[src/rtl/wis_pkg.sv]
package wis_pkg;

  localparam int DEF_WARPS     = 24;
  localparam int DEF_WARP_SIZE = 32;
  localparam int DEF_LANES     = 8;
  localparam int DEF_REG_W     = 3;
  localparam int DEF_INSTR_W   = 32;
  localparam int DEF_AGE_W     = 5;

  // index width that never collapses to zero bits
  function automatic int ceil_log2(input int v);
    return (v <= 2) ? 1 : $clog2(v);
  endfunction

endpackage

[src/rtl/wis_scoreboard.sv]
module wis_scoreboard #(
  parameter int NW    = 24,
  parameter int REG_W = 3,
  parameter int WID_W = 5
) (
  input  logic                      clk,
  input  logic                      rst_n,
  input  logic [NW-1:0][REG_W-1:0]  src0_i,
  input  logic [NW-1:0][REG_W-1:0]  src1_i,
  input  logic [NW-1:0][REG_W-1:0]  dst_i,
  input  logic                      iss_en_i,
  input  logic [WID_W-1:0]          iss_warp_i,
  input  logic                      clr_en_i,
  input  logic [WID_W-1:0]          clr_warp_i,
  input  logic [REG_W-1:0]          clr_reg_i,
  output logic [NW-1:0]             ready_o
);

  localparam int NREG = 1 << REG_W;
  localparam logic [WID_W:0] NW_C = (WID_W+1)'(NW);

  logic [NW-1:0][NREG-1:0] busy_q, busy_d;
  logic                    clr_ok;
  logic                    upd_en;
  logic [REG_W-1:0]        iss_dst;

  assign clr_ok  = clr_en_i && ({1'b0, clr_warp_i} < NW_C);
  assign upd_en  = clr_ok || iss_en_i;
  assign iss_dst = dst_i[iss_warp_i];

  always_comb begin
    busy_d = busy_q;
    if (clr_ok)   busy_d[clr_warp_i][clr_reg_i] = 1'b0;
    if (iss_en_i) busy_d[iss_warp_i][iss_dst]   = 1'b1;
  end

  always_ff @(posedge clk or negedge rst_n) begin
    if (!rst_n)      busy_q <= '0;
    else if (upd_en) busy_q <= busy_d;
  end

  for (genvar w = 0; w < NW; w++) begin : g_rdy
    assign ready_o[w] = !busy_q[w][src0_i[w]] &&
                        !busy_q[w][src1_i[w]] &&
                        !busy_q[w][dst_i[w]];
  end


  iss_ready_chk: assert property (@(posedge clk) disable iff (!rst_n)
    iss_en_i |-> ready_o[iss_warp_i]);


  dst_marked_chk: assert property (@(posedge clk) disable iff (!rst_n)
    iss_en_i |=> busy_q[$past(iss_warp_i)][$past(iss_dst)]);

  logic clr_same_as_iss;
  assign clr_same_as_iss = iss_en_i && (iss_warp_i == clr_warp_i) && (iss_dst == clr_reg_i);


  clr_frees_chk: assert property (@(posedge clk) disable iff (!rst_n)
    (clr_ok && !clr_same_as_iss) |=> !busy_q[$past(clr_warp_i)][$past(clr_reg_i)]);

endmodule

[src/rtl/wis_age_arb.sv]
module wis_age_arb #(
  parameter int NW    = 24,
  parameter int AGE_W = 5,
  parameter int WID_W = 5
) (
  input  logic             clk,
  input  logic             rst_n,
  input  logic [NW-1:0]    pend_i,
  input  logic [NW-1:0]    elig_i,
  input  logic             sel_pt_i,
  output logic             grant_en_o,
  output logic [WID_W-1:0] grant_id_o,
  output logic [NW-1:0]    grant_oh_o
);

  logic [NW-1:0][AGE_W-1:0] age_q, age_d;
  logic                     found;
  logic [AGE_W-1:0]         best_age;
  logic [WID_W-1:0]         best_id;

  // oldest eligible warp; strict compare keeps the lowest ID on ties
  always_comb begin
    found    = 1'b0;
    best_age = '0;
    best_id  = '0;
    for (int i = 0; i < NW; i++) begin
      if (elig_i[i] && (!found || (age_q[i] > best_age))) begin
        found    = 1'b1;
        best_age = age_q[i];
        best_id  = WID_W'(i);
      end
    end
  end

  assign grant_en_o = sel_pt_i && found;
  assign grant_id_o = best_id;

  always_comb begin
    for (int i = 0; i < NW; i++)
      grant_oh_o[i] = grant_en_o && (best_id == WID_W'(i));
  end

  always_comb begin
    for (int i = 0; i < NW; i++) begin
      if (grant_oh_o[i])
        age_d[i] = '0;
      else if (pend_i[i] && (age_q[i] != {AGE_W{1'b1}}))
        age_d[i] = age_q[i] + 1'b1;
      else
        age_d[i] = age_q[i];
    end
  end

  always_ff @(posedge clk or negedge rst_n) begin
    if (!rst_n)          age_q <= '0;
    else if (grant_en_o) age_q <= age_d;
  end

  // independent scan for a better candidate than the granted one
  logic better_exists;
  always_comb begin
    better_exists = 1'b0;
    for (int i = 0; i < NW; i++) begin
      if (elig_i[i] &&
          ((age_q[i] > age_q[grant_id_o]) ||
           ((age_q[i] == age_q[grant_id_o]) && (WID_W'(i) < grant_id_o))))
        better_exists = 1'b1;
    end
  end


  oldest_first_chk: assert property (@(posedge clk) disable iff (!rst_n)
    grant_en_o |-> (!better_exists && elig_i[grant_id_o]));


  single_grant_chk: assert property (@(posedge clk) disable iff (!rst_n)
    $onehot0(grant_oh_o));

endmodule

[src/rtl/wis_dispatch.sv]
module wis_dispatch #(
  parameter int WID_W   = 5,
  parameter int INSTR_W = 32,
  parameter int BEATS   = 4,
  parameter int BEAT_W  = 2
) (
  input  logic               clk,
  input  logic               rst_n,
  input  logic               grant_en_i,
  input  logic [WID_W-1:0]   grant_id_i,
  input  logic [INSTR_W-1:0] grant_instr_i,
  output logic               sel_pt_o,
  output logic               vld_o,
  output logic [WID_W-1:0]   warp_o,
  output logic [BEAT_W-1:0]  beat_o,
  output logic [INSTR_W-1:0] instr_o
);

  localparam logic [BEAT_W-1:0] LAST = BEAT_W'(BEATS - 1);

  logic               vld_q, vld_d;
  logic [BEAT_W-1:0]  beat_q, beat_d;
  logic [WID_W-1:0]   warp_q;
  logic [INSTR_W-1:0] instr_q;
  logic               pay_en;

  assign sel_pt_o = !vld_q || (beat_q == LAST);
  assign pay_en   = sel_pt_o && grant_en_i;

  always_comb begin
    if (sel_pt_o) begin
      vld_d  = grant_en_i;
      beat_d = '0;
    end else begin
      vld_d  = 1'b1;
      beat_d = beat_q + 1'b1;
    end
  end

  always_ff @(posedge clk or negedge rst_n) begin
    if (!rst_n) begin
      vld_q  <= 1'b0;
      beat_q <= '0;
    end else begin
      vld_q  <= vld_d;
      beat_q <= beat_d;
    end
  end

  always_ff @(posedge clk) begin
    if (pay_en) begin
      warp_q  <= grant_id_i;
      instr_q <= grant_instr_i;
    end
  end

  assign vld_o   = vld_q;
  assign warp_o  = warp_q;
  assign beat_o  = beat_q;
  assign instr_o = instr_q;


  beat_step_chk: assert property (@(posedge clk) disable iff (!rst_n)
    (vld_q && (beat_q != LAST)) |=> (vld_q && (beat_q == $past(beat_q) + 1'b1)));


  payload_hold_chk: assert property (@(posedge clk) disable iff (!rst_n)
    (vld_q && (beat_q != LAST)) |=> ($stable(warp_q) && $stable(instr_q)));


  back_to_back_chk: assert property (@(posedge clk) disable iff (!rst_n)
    (sel_pt_o && grant_en_i) |=> (vld_q && (beat_q == '0) && (warp_q == $past(grant_id_i))));

endmodule

[src/rtl/warp_issue_sched.sv]
module warp_issue_sched
  import wis_pkg::*;
#(
  parameter int NUM_WARPS = DEF_WARPS,
  parameter int WARP_SIZE = DEF_WARP_SIZE,
  parameter int LANES     = DEF_LANES,
  parameter int REG_W     = DEF_REG_W,
  parameter int INSTR_W   = DEF_INSTR_W,
  parameter int AGE_W     = DEF_AGE_W,
  localparam int WID_W    = ceil_log2(NUM_WARPS),
  localparam int BEATS    = WARP_SIZE / LANES,
  localparam int BEAT_W   = ceil_log2(BEATS)
) (
  input  logic               clk,
  input  logic               rst_n,
  input  logic               ld_en_i,
  input  logic [WID_W-1:0]   ld_warp_i,
  input  logic [INSTR_W-1:0] ld_instr_i,
  input  logic               clr_en_i,
  input  logic [WID_W-1:0]   clr_warp_i,
  input  logic [REG_W-1:0]   clr_reg_i,
  output logic               disp_vld_o,
  output logic [WID_W-1:0]   disp_warp_o,
  output logic [BEAT_W-1:0]  disp_lgrp_o,
  output logic [INSTR_W-1:0] disp_instr_o
);

  localparam logic [WID_W:0] NW_C = (WID_W+1)'(NUM_WARPS);

  // reset: asserted asynchronously, released on the clock
  logic [1:0] rst_sync_q;
  logic       rst_int_n;

  always_ff @(posedge clk or negedge rst_n) begin
    if (!rst_n) rst_sync_q <= 2'b00;
    else        rst_sync_q <= {rst_sync_q[0], 1'b1};
  end
  assign rst_int_n = rst_sync_q[1];

  // per-warp holding registers
  logic [NUM_WARPS-1:0]              pend_q, pend_d;
  logic [NUM_WARPS-1:0][INSTR_W-1:0] ninstr_q;
  logic [NUM_WARPS-1:0]              ld_hit;
  logic [NUM_WARPS-1:0][REG_W-1:0]   f_src0, f_src1, f_dst;
  logic [NUM_WARPS-1:0]              ready, elig, grant_oh;
  logic                              grant_en, sel_pt;
  logic [WID_W-1:0]                  grant_id;

  for (genvar w = 0; w < NUM_WARPS; w++) begin : g_warp
    assign ld_hit[w] = ld_en_i && (ld_warp_i == WID_W'(w));

    always_ff @(posedge clk) begin
      if (ld_hit[w]) ninstr_q[w] <= ld_instr_i;
    end

    assign f_src0[w] = ninstr_q[w][REG_W-1:0];
    assign f_src1[w] = ninstr_q[w][2*REG_W-1:REG_W];
    assign f_dst[w]  = ninstr_q[w][3*REG_W-1:2*REG_W];
  end

  always_comb begin
    for (int w = 0; w < NUM_WARPS; w++)
      pend_d[w] = ld_hit[w] || (pend_q[w] && !grant_oh[w]);
  end

  always_ff @(posedge clk or negedge rst_int_n) begin
    if (!rst_int_n) pend_q <= '0;
    else            pend_q <= pend_d;
  end

  assign elig = pend_q & ready;

  wis_scoreboard #(
    .NW    (NUM_WARPS),
    .REG_W (REG_W),
    .WID_W (WID_W)
  ) u_sb (
    .clk        (clk),
    .rst_n      (rst_int_n),
    .src0_i     (f_src0),
    .src1_i     (f_src1),
    .dst_i      (f_dst),
    .iss_en_i   (grant_en),
    .iss_warp_i (grant_id),
    .clr_en_i   (clr_en_i),
    .clr_warp_i (clr_warp_i),
    .clr_reg_i  (clr_reg_i),
    .ready_o    (ready)
  );

  wis_age_arb #(
    .NW    (NUM_WARPS),
    .AGE_W (AGE_W),
    .WID_W (WID_W)
  ) u_arb (
    .clk        (clk),
    .rst_n      (rst_int_n),
    .pend_i     (pend_q),
    .elig_i     (elig),
    .sel_pt_i   (sel_pt),
    .grant_en_o (grant_en),
    .grant_id_o (grant_id),
    .grant_oh_o (grant_oh)
  );

  wis_dispatch #(
    .WID_W   (WID_W),
    .INSTR_W (INSTR_W),
    .BEATS   (BEATS),
    .BEAT_W  (BEAT_W)
  ) u_disp (
    .clk           (clk),
    .rst_n         (rst_int_n),
    .grant_en_i    (grant_en),
    .grant_id_i    (grant_id),
    .grant_instr_i (ninstr_q[grant_id]),
    .sel_pt_o      (sel_pt),
    .vld_o         (disp_vld_o),
    .warp_o        (disp_warp_o),
    .beat_o        (disp_lgrp_o),
    .instr_o       (disp_instr_o)
  );

  logic ld_ok;
  assign ld_ok = ld_en_i && ({1'b0, ld_warp_i} < NW_C);


  load_pending_chk: assert property (@(posedge clk) disable iff (!rst_int_n)
    ld_ok |=> pend_q[$past(ld_warp_i)]);


  grant_consumes_chk: assert property (@(posedge clk) disable iff (!rst_int_n)
    (grant_en && !(ld_en_i && (ld_warp_i == grant_id))) |=> !pend_q[$past(grant_id)]);


  grant_pending_chk: assert property (@(posedge clk) disable iff (!rst_int_n)
    grant_en |-> pend_q[grant_id]);


  reset_idle_chk: assert property (@(posedge clk)
    !rst_int_n |-> !disp_vld_o);

endmodule

[config.mk]
export PLATFORM = sky130hd
export DESIGN_NAME = warp_issue_sched
export DESIGN_NICKNAME = d
export VERILOG_FILES = /design/src/rtl/wis_pkg.sv /design/src/rtl/wis_scoreboard.sv /design/src/rtl/wis_age_arb.sv /design/src/rtl/wis_dispatch.sv /design/src/rtl/warp_issue_sched.sv
export SDC_FILE = /design/constraint.sdc
export NUM_CORES = 2
export LEC_CHECK = 0
export CORE_MARGIN = 2
export CORE_UTILIZATION = 57
export CTS_CLUSTER_SIZE = 14
export DETAILED_ROUTE_END_ITERATION = 16
export PLACE_DENSITY_LB_ADDON = 0.1
export SYNTH_ARGS = -nofsm -noshare
export SYNTH_HDL_FRONTEND = slang
export SYNTH_HIERARCHICAL = 1
export SYNTH_SLANG_ARGS = --single-unit
[constraint.sdc]
create_clock -name clk -period 11 [get_ports clk]
set_input_delay 2.2 -clock clk [delete_from_list [all_inputs] [get_ports clk]]
set_output_delay 2.2 -clock clk [all_outputs]
set_load 0.05 [all_outputs]
Yosys cells after proc, flatten, opt, wreduce, memory -nomap -nowiden

Index checks and enable logic that the tools add are counted.

Flip-flop bits (word level): 1,146
Word-level logic and storage cells: 953
Bits of input ports: 49
Output and inout bits: 40

$lt $le $gt $ge: 104
Reduce and logical (&&, ||, !) cells: 393
Add/subtract/negate cells: 25
Bitwise gates (word level): 4
Equality and inequality tests: 71
Muxes and demuxes: 278

Operators by type and width:

| kind                                                                 | count |
|---|---|
| 5-bit two-way mux                                                    | 79 |
| 192-bit two-way mux                                                  | 2 |
| 3-bit by 4-bit < comparator with 1-bit output, second input constant | 74 |
| 1-bit binary-select mux with 3-bit select                            | 72 |
| 192-bit bitwise AND                                                  | 1 |
| 192-bit NOT                                                          | 1 |
| 192-bit bitwise OR                                                   | 1 |
| 1-bit logical AND                                                    | 174 |
| 32-bit binary-select mux with 5-bit select                           | 1 |
| 5-bit by 1-bit adder with 5-bit output, second input constant        | 24 |
| 1-bit logical NOT                                                    | 120 |
| 5-bit != test, second input constant                                 | 24 |
| 5-bit greater-than comparator                                        | 23 |
| 1-bit two-way mux                                                    | 100 |
| 8-bit demux with 5-bit select                                        | 2 |
| 5-bit by 4-bit == test with 1-bit output, second input constant      | 16 |
| 5-bit == test, second input constant                                 | 16 |
| 1-bit logical OR                                                     | 49 |
| 2-bit AND reduction                                                  | 24 |
| 2-bit nonzero test                                                   | 24 |
| 5-bit by 3-bit == test with 1-bit output, second input constant      | 8 |
| 32-bit two-way mux                                                   | 1 |
| 4-bit two-way mux                                                    | 8 |
| 24-bit bitwise AND                                                   | 1 |
| 14 further kinds                                                     | 30 |

Longest topological paths before layout

Depth after elaboration: 109
Depth in mapped cells: 247
Depth with buffers taken out: 233

Hierarchy

The synthesis kept the hierarchy.

Modules (own cells, without submodules):

| module           | times used | sequential area each (sq um) | cells an instance | area an instance (sq um) |
|---|---|---|---|---|
| warp_issue_sched | 1          | 23,712.7                     | 1,635             | 30,857.1 |
| wis_scoreboard   | 1          | 4,804.6                      | 1,083             | 12,971.2 |
| wis_age_arb      | 1          | 3,002.9                      | 1,490             | 12,644.6 |
| wis_dispatch     | 1          | 1,186.1                      | 47                | 1,238.7 |

Least setup slack after synthesis

OpenSTA, ideal clock, no wires.

Kind: register to register
Start: register ninstr_q (netlist bit f_dst[0])
End: register u_sb/busy_q[125] (netlist bit)
Cell stages (with the launch flop): 227
Arrival time: 43.179 ns
Period minus slack after synthesis: 43.309 ns
Required time: 10.870 ns
Setup time: 0.130 ns
Path buffers: 14
Setup slack: -32.309 ns
Cell sequence: edfxtp_1 > mux4_2 > mux2i_1 > and3_1 > and2_1 > clkbuf_1 > and2_1 > inv_1 > ha_1 > o21ai_0 > a21oi_1 > o311ai_1 > nand3_1 > o21ai_0 > inv_1 > ha_1 > nand3_1 > o21bai_1 > [191 not listed] > o21ai_0 > nand2b_1 > a21oi_1 > a31oi_1 > o21ai_0 > nand2_1 > inv_1 > o21ai_1 > nor4_1 > clkbuf_1 > nor3b_2 > nand2b_1 > nand4_1 > or2_1 > clkbuf_1 > buf_2 > buf_2 > o31ai_1

Word-level cells in the longest chain between the ends: 108
Elaborated cells on any way between the ends: 183
Classes of those cells: order compare: 27; mux: 79; bitwise: 2; reduce/logical: 75

Ends and longest elaborated chain:

| element                                                                                                                                             | RTL line               | RTL |
|---|---|---|
| start: declaration                                                                                                                                  | warp_issue_sched.sv:42 | `logic [NUM_WARPS-1:0][INSTR_W-1:0] ninstr_q;` |
| start signal: indexed assignment                                                                                                                    | warp_issue_sched.sv:53 | `if (ld_hit[w]) ninstr_q[w] <= ld_instr_i;` |
| 1-bit binary-select mux with 3-bit select *                                                                                                         | wis_scoreboard.sv:45   | `!busy_q[w][dst_i[w]];` |
| 1-bit two-way mux (implied by the code) *                                                                                                           | wis_scoreboard.sv:45   |  |
| 1-bit logical NOT *                                                                                                                                 | wis_scoreboard.sv:45   |  |
| 1-bit logical AND *                                                                                                                                 | wis_scoreboard.sv:44   | `!busy_q[w][src1_i[w]] &&` |
| via ready[0]                                                                                                                                        | warp_issue_sched.sv:45 | `logic [NUM_WARPS-1:0] ready, elig, grant_oh;` |
| 24-bit bitwise AND *                                                                                                                                | warp_issue_sched.sv:71 | `assign elig = pend_q & ready;` |
| via elig[0]                                                                                                                                         | warp_issue_sched.sv:45 |  |
| 5-bit two-way mux or 1-bit two-way mux (tied branches)                                                                                              | wis_age_arb.sv:27      | `if (elig_i[i] && (!found \|\| (age_q[i] > best_age))) begin` |
| [92 not listed]                                                                                                                                     | --                     |  |
| via grant_id[3]                                                                                                                                     | warp_issue_sched.sv:47 | `logic [WID_W-1:0] grant_id;` |
| [2 not listed]                                                                                                                                      | --                     |  |
| 3-bit by 4-bit < comparator with 1-bit output (implied by the code) or 3-bit by 1-bit greater-or-equal comparator with 1-bit output (tied branches) | wis_scoreboard.sv:34   | `if (iss_en_i) busy_d[iss_warp_i][iss_dst] = 1'b1;` |
| 1-bit logical AND (implied by the code)                                                                                                             | wis_scoreboard.sv:34   |  |
| 1-bit two-way mux (implied by the code)                                                                                                             | wis_scoreboard.sv:34   |  |
| 1-bit demux with 3-bit select                                                                                                                       | --                     |  |
| 8-bit two-way mux (implied by the code)                                                                                                             | wis_scoreboard.sv:34   |  |
| 8-bit demux with 5-bit select *                                                                                                                     | --                     |  |
| 192-bit bitwise OR (no line) *                                                                                                                      | --                     |  |
| 192-bit two-way mux *                                                                                                                               | wis_scoreboard.sv:34   |  |
| end signal: assignment                                                                                                                              | wis_scoreboard.sv:39   | `else if (upd_en) busy_q <= busy_d;` |
| end: declaration                                                                                                                                    | wis_scoreboard.sv:22   | `logic [NW-1:0][NREG-1:0] busy_q, busy_d;` |

The timed path passes the listed nets; every way through them passes the cells marked *. The select of a mux whose other input is x is not followed.
A chain may end at the register's enable or synchronous reset.

Final worst setup path

Start: register ninstr_q (netlist bit f_dst[0])
End: register u_disp.instr_q[4] (netlist: u_disp/instr_o[4]) (data pin)

Word-level cells in the longest chain between the ends: 100
Elaborated cells on any way between the ends: 168
Classes of those cells: order compare: 23; mux: 73; bitwise: 1; reduce/logical: 71

Ends and longest elaborated chain:

| element                                                            | RTL line                | RTL |
|---|---|---|
| 1-bit binary-select mux with 3-bit select *                        | wis_scoreboard.sv:45    |  |
| 1-bit two-way mux (implied by the code) *                          | wis_scoreboard.sv:45    |  |
| 1-bit logical NOT *                                                | wis_scoreboard.sv:45    |  |
| 1-bit logical AND *                                                | wis_scoreboard.sv:44    |  |
| via ready[0]                                                       | warp_issue_sched.sv:45  |  |
| 24-bit bitwise AND *                                               | warp_issue_sched.sv:71  |  |
| via elig[0]                                                        | warp_issue_sched.sv:45  |  |
| 5-bit two-way mux or 1-bit two-way mux (tied branches)             | wis_age_arb.sv:27       |  |
| [87 not listed]                                                    | --                      |  |
| 5-bit two-way mux or 1-bit two-way mux (tied branches)             | wis_age_arb.sv:27       |  |
| 5-bit greater-than comparator or 1-bit logical NOT (tied branches) | wis_age_arb.sv:27       |  |
| 1-bit logical OR                                                   | wis_age_arb.sv:27       |  |
| 1-bit logical AND                                                  | wis_age_arb.sv:27       |  |
| 5-bit two-way mux *                                                | wis_age_arb.sv:27       |  |
| via grant_id[0]                                                    | warp_issue_sched.sv:47  |  |
| 32-bit binary-select mux with 5-bit select *                       | warp_issue_sched.sv:116 | `.grant_instr_i (ninstr_q[grant_id]),` |
| 32-bit two-way mux (implied by the code) *                         | warp_issue_sched.sv:116 |  |
| end signal: assignment                                             | wis_dispatch.sv:53      | `instr_q <= grant_instr_i;` |
| end: declaration                                                   | wis_dispatch.sv:24      | `logic [INSTR_W-1:0] instr_q;` |

Marked as above.

==> summary.md <==
| Metric | Value |
|---|---|
| Fillers | 6,318 |
| Drt first-iter violations | 4,887 |
| Syn Area/Cell | ~14 sq um |
| Asr flop ratio synth | 29.8% |
| Global-route wire length before repair | 269,000 microns |
| Reg2reg setup slack | -28.35 ns |
| Post-DRT Antenna Nets | 0 |
| Critical path depth | 212 |
| Slowest cell on crit path | or4b_4 |
| Syn Std Cell Area | 57,700 sq um |
| Initial core utilization | 57.5% |
| Final period util | 358% |
| Met2 WL | 86,600 microns |
| Yosys cell types | 109 |
| CTS tree | yes |
| Routed met3 length | 19,000 microns |
| Layout area overhead | 29.5% |
| Worst EP arrival | 39.73 ns |
| Mapped Nets | 4,452 |
| Failing checks | setup timing |
| Worst Path Buf+Inv | 22 |
| CP most frequent cell | ha_4 |
| Synth area leaders | edfxtp_1 (42%), dfrtp_1 (15%), mux4_2 (8.7%), mux2i_1 (7.0%), ha_1 (3.2%) |
| CTS Root Cell | clkbuf_16 |
| Initial antenna violation count | 8 |
| Full die area | just over 100,000 sq um |
| Detailed-routing wirelength on met1 | 69,400 microns |
| CTS max path bufs | 3 |
| Most used DFF post-synth | edfxtp_1 |
| Worst-case clock skew | 0.0284 ns |
| DIE WIDTH | roughly 320 microns |
| Site Rows | 116 |
| CP max stage delay | 0.55 ns |
| RePlAce Congestion | 0.942 |
| Post-synth EDFFs | 805 |
| Dominant cell type by area after synthesis | edfxtp_1 |
| Register area | 32,700 sq um |
| Crit path time final | 39.35 ns |
| Status | finished, violations left |
| Clk slew on worst S/H paths | 0.06 ns |
| Crit Path Max Fanout | 7 |
| Max cap viols | 0 |
| Hold slack | 0.348 ns |
| Final WL | ~190,000 microns |
| YS warnings | 6 |
| Setup violators final | 373 |
| Post-DR vias/cell | 6.49 |
| Top cell type's share of synthesized area | 41.9% |
| Slew Limit Headroom | 22.7% |
| Chip Height | between 300 and 400 microns |
| Largest net degree at the start of global routing | 67 |
| Worst min-delay path class | reg2reg |
| Fmax | 25.4 MHz |
| Seq/Total Area, Yosys | 56.7% |
| Area of the multi-input gates | 26,500 sq um |
| Synth Register Bits | 1,146 |
| Post-Syn Instances | between 4,000 and 5,000 |
| RSZ-0062 raised after global routing | yes |
| Final setup margin | -28.35 ns |
| DRC | 0 |
| Worst setup EP type | flip-flop |
| IO buf count | 88 |
| Post-route cell area | around 75,000 sq um |
| TritonCTS Buffers | about 110 |
| Hold Fails Final Rpt | 0 |
| Drt pass-1 iters | 7 |
| CTS sink cnt | 1,146 |
| Routed WL per cell | 27.7 microns |
| All-Layer GR Usage | 35.0% |
| Worst-margin pin slew | ~1.2 ns |
| Final-report max-slew violation count | 0 |
| Post-layout net count | ~5,500 |
| Sum of negative setup slack | -10350.70 ns |
| Core Area | around 100,000 sq um |
| PwrDens | 121 nW/um^2 |
| Worst setup SP type | flip-flop |
| HPWL after DPL | 118,000 microns |
| Crit path kind | reg2reg |
| Share of layout cells above drive strength 1 | 36.4% |
| Max layer used | met5 |
| Max IR drop VDD | 0.157 mV |
| Number of global-route vias before repair | 42,900 |
| I/O pin count | 89 |
| Overflow after GRT | 0 |
| Vias | 43,600 |
| LEAKAGE | 26.7 nW |
| # H-tree levels | 3 |
| Placed cell area | 67,600 sq um |
| Worst r2r path cells | between 200 and 250 |
| Clock latency on the worst-skew pair | 0.73 ns |
| Critical Path RT | approximately 11 ns |
| Worst Hold Path Cells | 0 |
| CP top delay family | compound AO/OA/AOI/OAI gates |
-- report_power, final --
| part | internal, mW | leakage, nW | total, mW | switching, mW |
|---|---|---|---|---|
| Sequential | 4.71 | 10.9 | 4.78 | 0.0663 |
| Combinational | 0.174 | 14.0 | 0.430 | 0.256 |
| Clock | 2.13 | 1.79 | 3.85 | 1.73 |
-- routing by layer --
layer / global-route usage, % / vias to the layer above
met3: 6.96 / 617
li1: - / 18700
met5: 0 / -
met1: 46.8 / 21700
met2: 55.7 / 2485
met4: 16.0 / 10
-- metrics by stage --
stage | util (%) | power [mW] | setup WS, ns | instances
after CTS | 72.3 | 9.05 | -27.46 | 6650
after detailed placement | 67.4 | 5.24 | -28.58 | 6373
after global placement | 67.4 | 5.23 | -27.41 | 6373
after floorplan | - | 5.03 | -27.97 | 4255
after global routing | 74.5 | 9.30 | -30.23 | 6713
final | 74.5 | 9.06 | -28.35 | 6716
-- registers in the layout, summed over array words and instances (netlist names) --
name / flops
ninstr_q: 552
u_sb/busy_q: 192
u_arb/age_q: 120
f_dst: 72
f_src0: 72
f_src1: 72
u_disp/instr_o: 32
pend_q: 24
u_disp/warp_o: 5
rst_sync_q: 2
u_disp/beat_o: 2
u_disp/vld_o: 1
-- cell usage after synthesis (all sizes together) (5+ instances only) --
cell / n
edfxtp: 805
mux2i: 404
dfrtp: 341
o21ai: 340
mux4: 224
nand2: 209
a21oi: 171
nand3: 171
ha: 148
o31ai: 134
nor2: 129
inv: 126
buf: 107
a22oi: 101
clkbuf: 100
and3: 66
nand2b: 57
and2: 53
xnor2: 47
o211ai: 46
nor3: 44
nor3b: 37
nand4: 36
mux2: 33
or2: 29
xor2: 29
a21o: 27
nor2b: 27
o22ai: 22
a31oi: 17
a221oi: 16
nand3b: 12
o21a: 12
or3: 12
nor4: 11
a211oi: 8
a21boi: 8
o311ai: 8
a311oi: 7
a211o: 6
a311o: 5
and3b: 5
o211a: 5
o31a: 5
-- worst register-to-register path: cells and delay by family, from the launching register on --
kind	cells	cell delay, ns
muxes	18	5.34
AOI/OAI and AO/OA	87	15.52
DFF	1	0.43
buffers and inverters	22	2.34
and+or+nand+nor	62	9.93
adders and majority gates	23	5.40
-- cells by family after synthesis --
group | synth area share (%)
fa+ha+maj | 3.21
flops | 56.7
buf+inv | 2.88
mux | 16.4
simple gates | 8.30
xor+xnor | 1.15
compound gates | 11.4
other cells | 0.00650
-- area by class of cell --
type / instances / area share, %
clock inverter: 70 / 0.817
tap: 1357 / 2.27
timing repair buffer: 1091 / 13.0
antenna: 4 / 0.0134
sequential: 1146 / 43.8
multi-input combinational: 2775 / 35.4
clock buffer: 144 / 4.11
inverter: 129 / 0.661
-- what timing repair did --
item / CTS / global route
hold buffers: 0 / 0
resized for setup: 146 / 272
setup endpoints to repair: 373 / 373
gates cloned: 8 / 13
pin swaps: 88 / 149
setup buffers: 55 / 50
-- final timing paths --
path,start,to
setup / recovery,f_dst[0]$_DFFE_PP_,u_disp/instr_o[4]$_DFFE_PP_
hold / removal,rst_sync_q[0]$_DFF_PN0_,rst_sync_q[1]$_DFF_PN0_
min in group asynchronous,rst_sync_q[1]$_DFF_PN0_,u_sb/busy_q[1]$_DFFE_PN0P_
max in group asynchronous,rst_sync_q[1]$_DFF_PN0_,u_arb/age_q[107]$_DFFE_PN0P_
setup reg to reg,f_dst[0]$_DFFE_PP_,u_disp/instr_o[4]$_DFFE_PP_
hold reg to reg,rst_sync_q[0]$_DFF_PN0_,rst_sync_q[1]$_DFF_PN0_
-- layout by cell type (no fill, tap or decap), types with 66 or more instances in the layout --
| cell | n |
|---|---|
| clkbuf_16 | 128 |
| nand3_1 | 149 |
| inv_1 | 101 |
| o21ai_1 | 83 |
| nor2_1 | 91 |
| a22oi_1 | 92 |
| ha_1 | 112 |
| clkdlybuf4s50_1 | 82 |
| nand2_1 | 189 |
| mux4_2 | 224 |
| buf_4 | 893 |
| edfxtp_1 | 805 |
| dfrtp_1 | 340 |
| mux2i_1 | 392 |
| buf_12 | 66 |
| a21oi_1 | 124 |
| o21ai_0 | 214 |
No activity file was read; power rests on OpenSTA's default activity.
